$ cat config.mk
export PLATFORM = sky130hd
export DESIGN_NAME = bank_xlat_top
export DESIGN_NICKNAME = d
export VERILOG_FILES = /design/src/rtl/bank_xlat_pkg.sv /design/src/rtl/bank_sel_reg.sv /design/src/rtl/xlat_cfg_reg.sv /design/src/rtl/xlat_addr_form.sv /design/src/rtl/bank_xlat_top.sv
export SDC_FILE = /design/constraint.sdc
export NUM_CORES = 1
export LEC_CHECK = 0
export ABC_CLOCK_PERIOD_IN_PS = 2550
export BUFFER_PORTS_ARGS = -buffer_cell sky130_fd_sc_hd__buf_2
export CAP_MARGIN = 30
export CORE_MARGIN = 3
export CORE_UTILIZATION = 44
export CTS_CLUSTER_DIAMETER = 100
export DETAILED_ROUTE_END_ITERATION = 8
export PLACE_DENSITY = 0.84
export SLEW_MARGIN = 10
export SYNTH_ARGS = -nofsm -noshare
export SYNTH_HDL_FRONTEND = slang
export SYNTH_SLANG_ARGS = --single-unit
$ cat constraint.sdc
create_clock -name clk -period 2.55 [get_ports clk]
set_input_delay 0.3825 -clock clk [delete_from_list [all_inputs] [get_ports clk]]
set_output_delay 0.3825 -clock clk [all_outputs]
set_load 0.01 [all_outputs]
$ cat src/rtl/bank_xlat_pkg.sv
package bank_xlat_pkg;
  typedef enum logic {
    MODE_COMMON_HIGH = 1'b0,
    MODE_COMMON_LOW  = 1'b1
  } common_mode_e;
endpackage

$ cat src/rtl/bank_sel_reg.sv
module bank_sel_reg #(
  parameter int IO_AW = 8,
  parameter int IO_DW = 8,
  parameter int BANK_W = 4,
  parameter logic [IO_AW-1:0] SEL_PORT = 8'h40
) (
  input  logic              clk,
  input  logic              rst,
  input  logic              io_wr,
  input  logic [IO_AW-1:0]  io_addr,
  input  logic [IO_DW-1:0]  io_data,
  output logic [BANK_W-1:0] bank_q,
  output logic              reject_q
);
  localparam int NUM_BANKS = 1 << BANK_W;

  logic hit;
  logic in_range;

  assign hit      = io_wr && (io_addr == SEL_PORT);
  assign in_range = (int'(io_data) < NUM_BANKS);

  always_ff @(posedge clk) begin
    if (rst) begin
      bank_q   <= '0;
      reject_q <= 1'b0;
    end else begin
      reject_q <= hit && !in_range;
      if (hit && in_range) bank_q <= io_data[BANK_W-1:0];
    end
  end
endmodule

$ cat src/rtl/xlat_cfg_reg.sv
module xlat_cfg_reg
  import bank_xlat_pkg::*;
#(
  parameter int LOG_W = 16,
  parameter logic [LOG_W-1:0] RESET_BOUNDARY = 16'hC000
) (
  input  logic             clk,
  input  logic             rst,
  input  logic             cfg_wr,
  input  logic [LOG_W-1:0] cfg_boundary,
  input  logic             cfg_common_low,
  output logic [LOG_W-1:0] boundary_q,
  output common_mode_e     mode_q
);
  always_ff @(posedge clk) begin
    if (rst) begin
      boundary_q <= RESET_BOUNDARY;
      mode_q     <= MODE_COMMON_HIGH;
    end else if (cfg_wr) begin
      boundary_q <= cfg_boundary;
      mode_q     <= common_mode_e'(cfg_common_low);
    end
  end
endmodule

$ cat src/rtl/xlat_addr_form.sv
module xlat_addr_form
  import bank_xlat_pkg::*;
#(
  parameter int LOG_W = 16,
  parameter int BANK_W = 4
) (
  input  logic                    banked_en,
  input  logic [LOG_W-1:0]        log_addr,
  input  logic [LOG_W-1:0]        boundary,
  input  common_mode_e            mode,
  input  logic [BANK_W-1:0]       bank,
  output logic [LOG_W+BANK_W-1:0] phys_addr
);
  logic above;
  logic is_banked;

  assign above = (log_addr >= boundary);

  always_comb begin
    unique case (mode)
      MODE_COMMON_LOW: is_banked = above;
      default:         is_banked = !above;
    endcase
  end

  assign phys_addr = {(banked_en && is_banked) ? bank : {BANK_W{1'b0}}, log_addr};
endmodule

$ cat src/rtl/bank_xlat_top.sv
module bank_xlat_top
  import bank_xlat_pkg::*;
#(
  parameter int LOG_W = 16,
  parameter int BANK_W = 4,
  parameter int IO_AW = 8,
  parameter int IO_DW = 8,
  parameter logic [IO_AW-1:0] SEL_PORT = 8'h40,
  parameter logic [LOG_W-1:0] RESET_BOUNDARY = 16'hC000
) (
  input  logic                    clk,
  input  logic                    rst,
  input  logic                    io_wr,
  input  logic [IO_AW-1:0]        io_addr,
  input  logic [IO_DW-1:0]        io_data,
  input  logic                    cfg_wr,
  input  logic [LOG_W-1:0]        cfg_boundary,
  input  logic                    cfg_common_low,
  input  logic                    banked_en,
  input  logic [LOG_W-1:0]        log_addr,
  output logic [LOG_W+BANK_W-1:0] phys_addr,
  output logic                    bank_reject
);
  logic [BANK_W-1:0] bank_q;
  logic [LOG_W-1:0]  boundary_q;
  common_mode_e      mode_q;

  bank_sel_reg #(
    .IO_AW(IO_AW), .IO_DW(IO_DW), .BANK_W(BANK_W), .SEL_PORT(SEL_PORT)
  ) u_bank (
    .clk(clk), .rst(rst), .io_wr(io_wr), .io_addr(io_addr),
    .io_data(io_data), .bank_q(bank_q), .reject_q(bank_reject)
  );

  xlat_cfg_reg #(
    .LOG_W(LOG_W), .RESET_BOUNDARY(RESET_BOUNDARY)
  ) u_cfg (
    .clk(clk), .rst(rst), .cfg_wr(cfg_wr), .cfg_boundary(cfg_boundary),
    .cfg_common_low(cfg_common_low), .boundary_q(boundary_q), .mode_q(mode_q)
  );

  xlat_addr_form #(
    .LOG_W(LOG_W), .BANK_W(BANK_W)
  ) u_form (
    .banked_en(banked_en), .log_addr(log_addr), .boundary(boundary_q),
    .mode(mode_q), .bank(bank_q), .phys_addr(phys_addr)
  );
endmodule

==> flow_metrics.env, run 1 <==
export IMPL_antenna_found_initial=0
export IMPL_cp_required_ns=2.17
export IMPL_drv_slew=0
export IMPL_drc_errors=0
export IMPL_cts_buffer_depth=2
export IMPL_numCtsBuffers=3
export IMPL_path_class="reg2out"
export IMPL_syn_to_final_growth_pct=27.0
export IMPL_fin_crit_ns=2.77
export IMPL_drive_gt1_share_pct=41.9
export IMPL_cp_start_kind="register"
export IMPL_dp_hpwl_mm=2.30
export IMPL_rsz0062_at_grt="yes"
export IMPL_fin_worst_skew_ns=0
export IMPL_num_rows=19
export IMPL_syn_area_per_cell_um2=8.65
export IMPL_p_per_area_nw_per_um2=427
export IMPL_wl_per_cell_um=11.6
export IMPL_ys_types=27
export IMPL_fin_ws_ns=-0.215
export IMPL_max_slew_margin_pct=65.7
export IMPL_clk_latency_ns=0.30
export IMPL_grt_total_usage_pct=16.0
export IMPL_syn_area_um2=1360
export IMPL_drtPass1Iterations=3
export IMPL_cts_root_buf="clkbuf_4"
export IMPL_initial_core_util_pct=47.6
export IMPL_ir_worst_vdd_mv=0.243
export IMPL_failed_checks="setup timing"
export IMPL_arrival_ns=2.38
export IMPL_grt_pass1_wl_mm=4.53
export IMPL_yosysWarnings=0
export IMPL_synth_top_cells_by_area="dfxtp_1 (32%), ha_1 (15%), mux2i_1 (14%), buf_4 (8.8%), nor2_1 (5.5%)"
export IMPL_finalSetupViolCount=4
export IMPL_synth_flop_cell="dfxtp_1"
export IMPL_seq_area_um2=443
export IMPL_syn_nets=227
export IMPL_die_w_um=61.5
export IMPL_place_congestion=0.686
export IMPL_yosys_area_top_type="dfxtp_1"
export IMPL_p_leak_uw=0.000945
export IMPL_fin_crit_sh_pct=108
export IMPL_clock_fmax_mhz=362
export IMPL_tightestPinTransition_ns=0.515
export IMPL_drtIter0Drc=22
export IMPL_synth_edf_count=0
export IMPL_synth_top_area_share_pct=32.4
export IMPL_cts_sinks=22
export IMPL_ys_seq_area_share_pct=32.4
export IMPL_die_h_um=61.5
export IMPL_cts_tree="built"
export IMPL_ios=75
export IMPL_wirelength_mm=2.87
export IMPL_multi_input_area_um2=749
export IMPL_coreArea_um2=2850
export IMPL_layout_nets=288
export IMPL_maxCapViolations=0
export IMPL_antenna_cells=0
export IMPL_ant_nets=0
export IMPL_grt_pass1_vias=1159
export IMPL_power_total_uw=736
export IMPL_yosysMostFrequentCell="dfxtp_1"
export IMPL_grt_ovfl_total=0
export IMPL_io_buffers=74
export IMPL_fillers=267
export IMPL_dr_total_vias=1243
export IMPL_cp_end_kind="primary output"
export IMPL_hold_violations=0
export IMPL_ys_ff_latch=22
export IMPL_via_per_inst=5.01
export IMPL_clk_pin_slew_ns=0.12
export IMPL_grt_max_degree=22
export IMPL_htreeDepth=1
export IMPL_hold_class="in2reg"
export IMPL_worst_path_max_fanout=4
export IMPL_synthCells=157
export IMPL_dieArea_um2=3790
export IMPL_async_flop_share_pct=0
export IMPL_outcome="finished, violations left"
export IMPL_place_ws_ns=-0.0913
export IMPL_synth_common_cells="dfxtp_1 (22), nor2_1 (20), inv_1 (19), mux2i_1 (19)"
final cells by class:
cell class / instances / area share (%)
clock buffer: 4 / 2.10
inverter: 19 / 4.14
multi-input combinational: 96 / 43.5
sequential: 22 / 25.7
tap: 31 / 2.25
timing repair buffer: 76 / 22.4
cells in the final DEF (no fill, tap or decap), types with 2 or more instances in the layout:
cell type / n
dfxtp_2: 2
ha_1: 15
nand3_1: 3
buf_2: 74
nand4_1: 2
nor3_1: 2
nor2_1: 20
inv_1: 18
nand2_1: 8
nor4_1: 2
dfxtp_1: 20
a21oi_1: 4
and3_1: 2
mux2i_1: 19
a21oi_2: 4
buf_4: 2
o211ai_1: 2
clkbuf_4: 3
final timing paths:
path	from	slack [ns]	cells after the start	end
setup / recovery	u_cfg.boundary_q[1]	-0.22	8	phys_addr[17]
hold / removal	cfg_boundary[15]	0.30	3	u_cfg.boundary_q[15]
setup reg to reg	u_cfg.boundary_q[2]	1.91	2	u_cfg.boundary_q[2]
hold reg to reg	u_cfg.boundary_q[15]	0.51	2	u_cfg.boundary_q[15]
per-layer routing:
| layer | GRT usage (%) | share of wire (%) | wire length (um) |
|---|---|---|---|
| met1 | 17.6 | 41 | 1170 |
| met2 | 30.5 | 50 | 1440 |
| met3 | 3.14 | 8.0 | 230 |
| met4 | 4.55 | 0.87 | 25 |
| met5 | 0 | 0 | 0 |
registers in the layout, summed over array words and instances, names as in the netlist:
| name | count |
|---|---|
| u_bank.reject_q | 1 |
| u_cfg.mode_q | 1 |
| u_cfg.boundary_q | 16 |
| u_bank.bank_q | 4 |
critical path, cell delays in order (launching register included):
cell,delay (ns)
dfxtp_2,0.35
inv_2,0.05
ha_4,0.24
nor2b_4,0.12
o211a_1,0.21
o311a_1,0.30
or4_4,0.54
a21oi_2,0.15
buf_2,0.13
timing repair:
action / CTS / global route
buffers inserted: 1 / 0
gates resized for setup: 8 / 2
setup endpoints to repair: 4 / 4
hold buffers: 0 / 0
pin swaps: 8 / 2
where the power goes:
group / internal, uW / switching, uW / leakage [uW]
Clock: 87.0 / 101 / 0.0000210
Combinational: 91.0 / 89.0 / 0.000743
Sequential: 360 / 7.70 / 0.000182
Total: 538 / 198 / 0.000945
cells by family (layout without fill, tap and decap cells):
family / after synthesis / count (layout) / synth area share, %
AND/OR/NAND/NOR: 44 / 44 / 15.2
buffers and inverters: 39 / 99 / 15.3
flip-flops: 22 / 22 / 32.4
multiplexers: 19 / 19 / 14.0
AO/OA/AOI/OAI: 17 / 17 / 8.30
adder cells (fa/ha/maj): 16 / 16 / 14.7
stage by stage:
| stage | area (um2) | setup TNS [ns] | hold WS, ns | utilization, % | std cells |
|---|---|---|---|---|---|
| after floorplan | 1360 | 0 | 0.459 | - | 157 |
| after detailed placement | 1640 | -0.340 | 0.483 | 57.4 | 243 |
| final | 1720 | -0.814 | 0.303 | 60.4 | 248 |
| after CTS | 1710 | -0.936 | 0.294 | 60.0 | 248 |
| after global placement | 1640 | -0.227 | 0.473 | 57.4 | 243 |
| after global routing | 1720 | -1.33 | 0.290 | 60.4 | 248 |
No activity file was read; power rests on OpenSTA's default activity.
==> run 2: changes to the inputs <==
--- a/config.mk
+++ b/config.mk
@@ -8,11 +8,12 @@
 export ABC_CLOCK_PERIOD_IN_PS = 2550
 export BUFFER_PORTS_ARGS = -buffer_cell sky130_fd_sc_hd__buf_2
 export CAP_MARGIN = 30
+export CORE_ASPECT_RATIO = 0.7
 export CORE_MARGIN = 3
 export CORE_UTILIZATION = 44
 export CTS_CLUSTER_DIAMETER = 100
 export DETAILED_ROUTE_END_ITERATION = 8
-export PLACE_DENSITY = 0.84
+export PLACE_DENSITY = 0.9
 export SLEW_MARGIN = 10
 export SYNTH_ARGS = -nofsm -noshare
 export SYNTH_HDL_FRONTEND = slang
==> run 2 against run 1 <==
The flow still finishes with violations (setup timing). Critical path depth stayed put. Utilization is 1.2 points higher. Clock-buffer cell count down 1. Non-clock buffer count down 1. Routed wire length grew 1.2%. Via count down 5.8%. Design area up 2.4%. Clock power rose by 74%.
==> flow_metrics.env, run 2 (synthesis results as in run 1) <==
export IMPL_outcome="finished, violations left"
export IMPL_failed_checks="setup timing"
export IMPL_wirelength_mm=2.90
export IMPL_cts_root_buf="clkbuf_8"
export IMPL_drtIter0Drc=29
export IMPL_cts_tree="built"
export IMPL_tns_ns=-0.557
export IMPL_final_util_pct=61.7
export IMPL_cpMaxStageDelayCell="or4_4"
export IMPL_p_switching_uw=213
export IMPL_initial_core_util_pct=47.4
export IMPL_reg_top3="u_cfg.boundary_q: 16 flops, u_bank.bank_q: 4 flops"
export IMPL_htreeDepth=1
export IMPL_tightestPinTransition_ns=0.518
export IMPL_grt_pass1_wl_mm=4.79
export IMPL_die_w_um=72.4
export IMPL_clk_pin_slew_ns=0.08
export IMPL_cp_end_kind="primary output"
export IMPL_drtPass1Iterations=4
export IMPL_cellInternalPower_uw=661
export IMPL_fin_crit_ns=2.70
export IMPL_crit_chain="inv_2, ha_4, nor2b_4, o211a_1, o311a_1, or4_4, a21oi_2, buf_2"
export IMPL_num_rows=16
export IMPL_antenna_found_initial=0
export IMPL_die_h_um=52.5
export IMPL_ir_worst_vdd_mv=0.341
export IMPL_place_ws_ns=-0.154
export IMPL_grt_pass1_vias=1116
export IMPL_layout_nets=287
export IMPL_cp_required_ns=2.17
export IMPL_io_buffers=74
export IMPL_drc_errors=0
export IMPL_fin_worst_skew_ns=0
export IMPL_clock_fmax_mhz=370
export IMPL_drv_slew=0
export IMPL_hold_class="in2reg"
export IMPL_maxCapViolations=0
export IMPL_finalSetupViolCount=4
export IMPL_clk_latency_ns=0.26
export IMPL_arrival_ns=2.32
export IMPL_ant_nets=0
export IMPL_wl_per_cell_um=11.5
export IMPL_max_slew_margin_pct=65.4
export IMPL_cp_start_kind="register"
export IMPL_place_congestion=0.762
export IMPL_p_per_area_nw_per_um2=495
export IMPL_final_cell_mix="buf_2 (74), nor2_1 (20), dfxtp_1 (20)"
export IMPL_grt_max_degree=22
export IMPL_dp_hpwl_mm=2.37
export IMPL_final_common_cell="buf_2"
export IMPL_path_class="reg2out"
export IMPL_p_comb_share_pct=20.6
export IMPL_dieArea_um2=3800
export IMPL_r2r_slack_ns=1.90
export IMPL_fin_ws_ns=-0.155
export IMPL_grt_ovfl_total=0
export IMPL_top_register="u_cfg.boundary_q"
export IMPL_worst_path_max_fanout=4
export IMPL_ios=75
export IMPL_seqPwrFrac_pct=42.0
export IMPL_numCtsBuffers=3
export IMPL_fin_crit_sh_pct=106
export IMPL_coreArea_um2=2860
export IMPL_antenna_cells=0
export IMPL_pwr_share_clk_pct=37.4
export IMPL_syn_to_final_growth_pct=30.0
export IMPL_swShare_pct=24.4
export IMPL_cts_setup_buffers=0
export IMPL_slowest_delay_ns=0.55
export IMPL_drive_gt1_share_pct=41.7
export IMPL_hold_violations=0
export IMPL_grt_total_usage_pct=16.1
export IMPL_via_per_inst=4.65
export IMPL_dr_total_vias=1171
export IMPL_p_leak_uw=0.000959
export IMPL_cts_sinks=22
export IMPL_cts_buffer_depth=2
export IMPL_largest_reg_flops=16
export IMPL_rsz0062_at_grt="yes"
## run 2: what timing repair did
item	4_1_cts	5_1_grt
hold buffers	0	0
gates resized for setup	8	2
pin swaps	7	2
setup endpoints to repair	4	4
## run 2: layout make-up
type	count	area [um2]
clock buffers	3	41.3
well taps	36	45.0
flip-flops and latches	22	443
clock inverters	1	30.0
inverters	19	71.3
multi-input cells	96	757
repair buffers	75	378
fillers	249	1100
## run 2: critical path: cells and delay by family (launching register included)
| kind | cells | cell delay, ns |
|---|---|---|
| flops | 1 | 0.34 |
| fa+ha+maj | 1 | 0.21 |
| simple gates | 2 | 0.67 |
| buf+inv | 2 | 0.18 |
| compound gates | 3 | 0.67 |
## run 2: metrics by stage
| step | instances | power, uW | area, um2 | hold slack [ns] |
|---|---|---|---|---|
| floorplan | 157 | 488 | 1360 | 0.459 |
| detailed placement | 248 | 546 | 1640 | 0.480 |
| global route | 252 | 929 | 1770 | 0.348 |
| finish | 252 | 874 | 1770 | 0.342 |
| global placement | 248 | 542 | 1640 | 0.473 |
| CTS | 252 | 881 | 1750 | 0.339 |
## run 2: layer usage
| metal | wire length (um) | GRT usage [%] |
|---|---|---|
| met5 | 0 | 0 |
| met4 | 0 | 0.920 |
| met3 | 214 | 4.98 |
| met2 | 1300 | 27.0 |
| met1 | 1390 | 21.3 |
## run 2: path summary, 6_finish.rpt
path,to,startpoint,cells after the start
worst max-delay path,phys_addr[18],u_cfg.boundary_q[1],8
worst min-delay path,u_bank.bank_q[0],io_data[0],3
worst max register to register,u_cfg.boundary_q[13],u_cfg.boundary_q[13],2
worst min register to register,u_cfg.boundary_q[14],u_cfg.boundary_q[14],2
## run 2: power groups by stage
stage	logic (uW)	registers (uW)	clock network, uW
6_report	180	367	327
5_1_grt	207	370	352
4_1_cts	178	368	335
3_5_place_dp	171	375	0
3_3_place_gp	167	374	0
2_1_floorplan	115	373	0
==> run 3: changes to the inputs <==
--- a/config.mk
+++ b/config.mk
@@ -10,10 +10,10 @@
 export CAP_MARGIN = 30
 export CORE_ASPECT_RATIO = 0.7
 export CORE_MARGIN = 3
-export CORE_UTILIZATION = 44
+export CORE_UTILIZATION = 25
 export CTS_CLUSTER_DIAMETER = 100
 export DETAILED_ROUTE_END_ITERATION = 8
-export PLACE_DENSITY = 0.9
+export PLACE_DENSITY = 0.61
 export SLEW_MARGIN = 10
 export SYNTH_ARGS = -nofsm -noshare
 export SYNTH_HDL_FRONTEND = slang
==> run 3 against run 2 <==
The flow still finishes with violations (setup timing). Sequential power hardly changed. Global-route usage shrank 6.0 points. Final cell count up 13%. Utilization down 25 points. Design area is 3.0% higher. Clock skew unchanged. Clock-buffer cell count unchanged. Fmax decreased by 0.76%. Sequential cell count is the same. Routed wire length rose by 9.6%. Hold slack worse by 0.0058 ns.
==> flow_metrics.env, run 3 (synthesis results as in run 1) <==
export IMPL_outcome="finished, violations left"
export IMPL_failed_checks="setup timing"
export IMPL_p_per_area_nw_per_um2=485
export IMPL_num_rows=21
export IMPL_whs_path_depth=3
export IMPL_grt_pass1_vias=1110
export IMPL_die_w_um=94.1
export IMPL_coreArea_um2=4990
export IMPL_hold_slack_ns=0.336
export IMPL_crit_buf_inv=1
export IMPL_drive_gt1_share_pct=42.4
export IMPL_ant_nets=0
export IMPL_cts_buffer_depth=2
export IMPL_post_dp_cell_area_um2=1690
export IMPL_ff2ff_path_depth=3
export IMPL_cts_tree="built"
export IMPL_instances_no_fill=286
export IMPL_clk_latency_ns=0.26
export IMPL_final_cell_area_um2=1820
export IMPL_fillers=527
export IMPL_fin_crit_ns=2.73
export IMPL_via_per_inst=4.12
export IMPL_top_register="u_cfg.boundary_q"
export IMPL_wirelength_mm=3.18
export IMPL_cp_start_kind="register"
export IMPL_drtIter0Drc=28
export IMPL_cts_root_buf="clkbuf_8"
export IMPL_max_slew_margin_pct=64.0
export IMPL_antenna_cells=0
export IMPL_tightestPinTransition_ns=0.540
export IMPL_dp_cells=281
export IMPL_cts_sinks=22
export IMPL_hold_class="in2reg"
export IMPL_fin_worst_skew_ns=0
export IMPL_cp_num_cells=7
export IMPL_grt_pass1_wl_mm=5.00
export IMPL_p_leak_uw=0.000964
export IMPL_cpMaxStageDelayCell="or4_4"
export IMPL_largest_reg_flops=16
export IMPL_htreeDepth=1
export IMPL_final_cell_mix="buf_2 (74), nor2_1 (20), dfxtp_1 (20)"
export IMPL_cp_end_kind="primary output"
export IMPL_die_h_um=67.7
export IMPL_cp_required_ns=2.17
export IMPL_wl_per_cell_um=11.1
export IMPL_dieArea_um2=6360
export IMPL_syn_to_final_growth_pct=33.9
export IMPL_slowest_delay_ns=0.55
export IMPL_io_buffers=74
export IMPL_worst_path_max_fanout=4
export IMPL_dp_hpwl_mm=2.60
export IMPL_hold_violations=0
export IMPL_layout_nets=288
export IMPL_maxCapViolations=0
export IMPL_place_ws_ns=-0.181
export IMPL_crit_chain="ha_1, a31oi_1, nor2b_1, o311a_1, or4_4, a21oi_2, buf_2"
export IMPL_dr_total_vias=1178
export IMPL_fin_ws_ns=-0.175
export IMPL_numCtsBuffers=3
export IMPL_drc_errors=0
export IMPL_cts_hold_buf=0
export IMPL_place_congestion=0.712
export IMPL_ios=75
export IMPL_r2r_slack_ns=1.82
export IMPL_grt_total_usage_pct=10.1
export IMPL_finalSetupViolCount=4
export IMPL_rsz0062_at_grt="yes"
export IMPL_clock_fmax_mhz=367
export IMPL_drtPass1Iterations=4
export IMPL_fin_crit_sh_pct=107
export IMPL_path_delay_family="compound AO/OA/AOI/OAI gates"
export IMPL_initial_core_util_pct=27.2
export IMPL_antenna_found_initial=0
export IMPL_grt_ovfl_total=0
export IMPL_reg_top3="u_cfg.boundary_q: 16 flops, u_bank.bank_q: 4 flops"
export IMPL_final_common_cell="buf_2"
export IMPL_arrival_ns=2.34
export IMPL_grt_max_degree=22
export IMPL_clk_pin_slew_ns=0.09
export IMPL_ir_worst_vdd_mv=0.213
export IMPL_path_class="reg2out"
export IMPL_drv_slew=0
-- run 3: changes by cell type in the layout (fill, tap and decap cells not counted) --
cell     before  now
a21oi_2       4    5
a21oi_1       4    3
buf_4         1    2
-- run 3: power breakdown --
| part | leakage [uW] | internal, uW | switching (uW) |
|---|---|---|---|
| clock network | 0.0000357 | 210 | 119 |
| registers | 0.000182 | 360 | 7.45 |
| logic | 0.000747 | 93.5 | 91.2 |
| total | 0.000964 | 663 | 218 |
-- run 3: worst reg2reg max path: stages, from the launching register on --
cell and delay (ns):
dfxtp_2 0.32, buf_4 0.12, mux2i_1 0.11, nor2_1 0.05
-- run 3: cell type report --
cell class | count | area (um2) | share of cell area, %
Multi-Input combinational cell | 96 | 761 | 41.8
Sequential cell | 22 | 443 | 24.4
Timing Repair Buffer | 76 | 385 | 21.2
Tap cell | 69 | 86.3 | 4.75
Inverter | 19 | 71.3 | 3.92
Clock buffer | 3 | 41.3 | 2.27
Clock inverter | 1 | 30.0 | 1.65
-- run 3: worst paths after layout --
kind,to,start
setup / recovery,phys_addr[17],u_cfg.boundary_q[0]
hold / removal,u_cfg.boundary_q[14],cfg_boundary[14]
setup reg to reg,u_cfg.boundary_q[2],u_cfg.boundary_q[2]
hold reg to reg,u_cfg.boundary_q[14],u_cfg.boundary_q[14]
-- run 3: timing repair --
item | in CTS | in global routing
buffers inserted | 0 | 1
pin swaps | 7 | 3
cloned | 0 | 0
setup endpoints to repair | 4 | 4
resized for setup | 9 | 2
-- run 3: metal layers --
| metal | vias up | global-route usage, % | wire, um |
|---|---|---|---|
| li1 | 642 | - | - |
| met1 | 500 | 13.3 | 1560 |
| met2 | 36 | 16.5 | 1380 |
| met3 | 0 | 3.56 | 242 |
| met4 | 0 | 1.08 | 0 |
| met5 | - | 0 | 0 |
-- run 3: through the flow --
step | util [%] | total power [uW] | TNS [ns]
3_5_place_dp | 33.8 | 550 | -0.659
2_1_floorplan | - | 488 | 0
6_report | 36.4 | 881 | -0.658
4_1_cts | 35.9 | 896 | -0.764
3_3_place_gp | 33.8 | 547 | -0.520
5_1_grt | 36.4 | 934 | -1.01
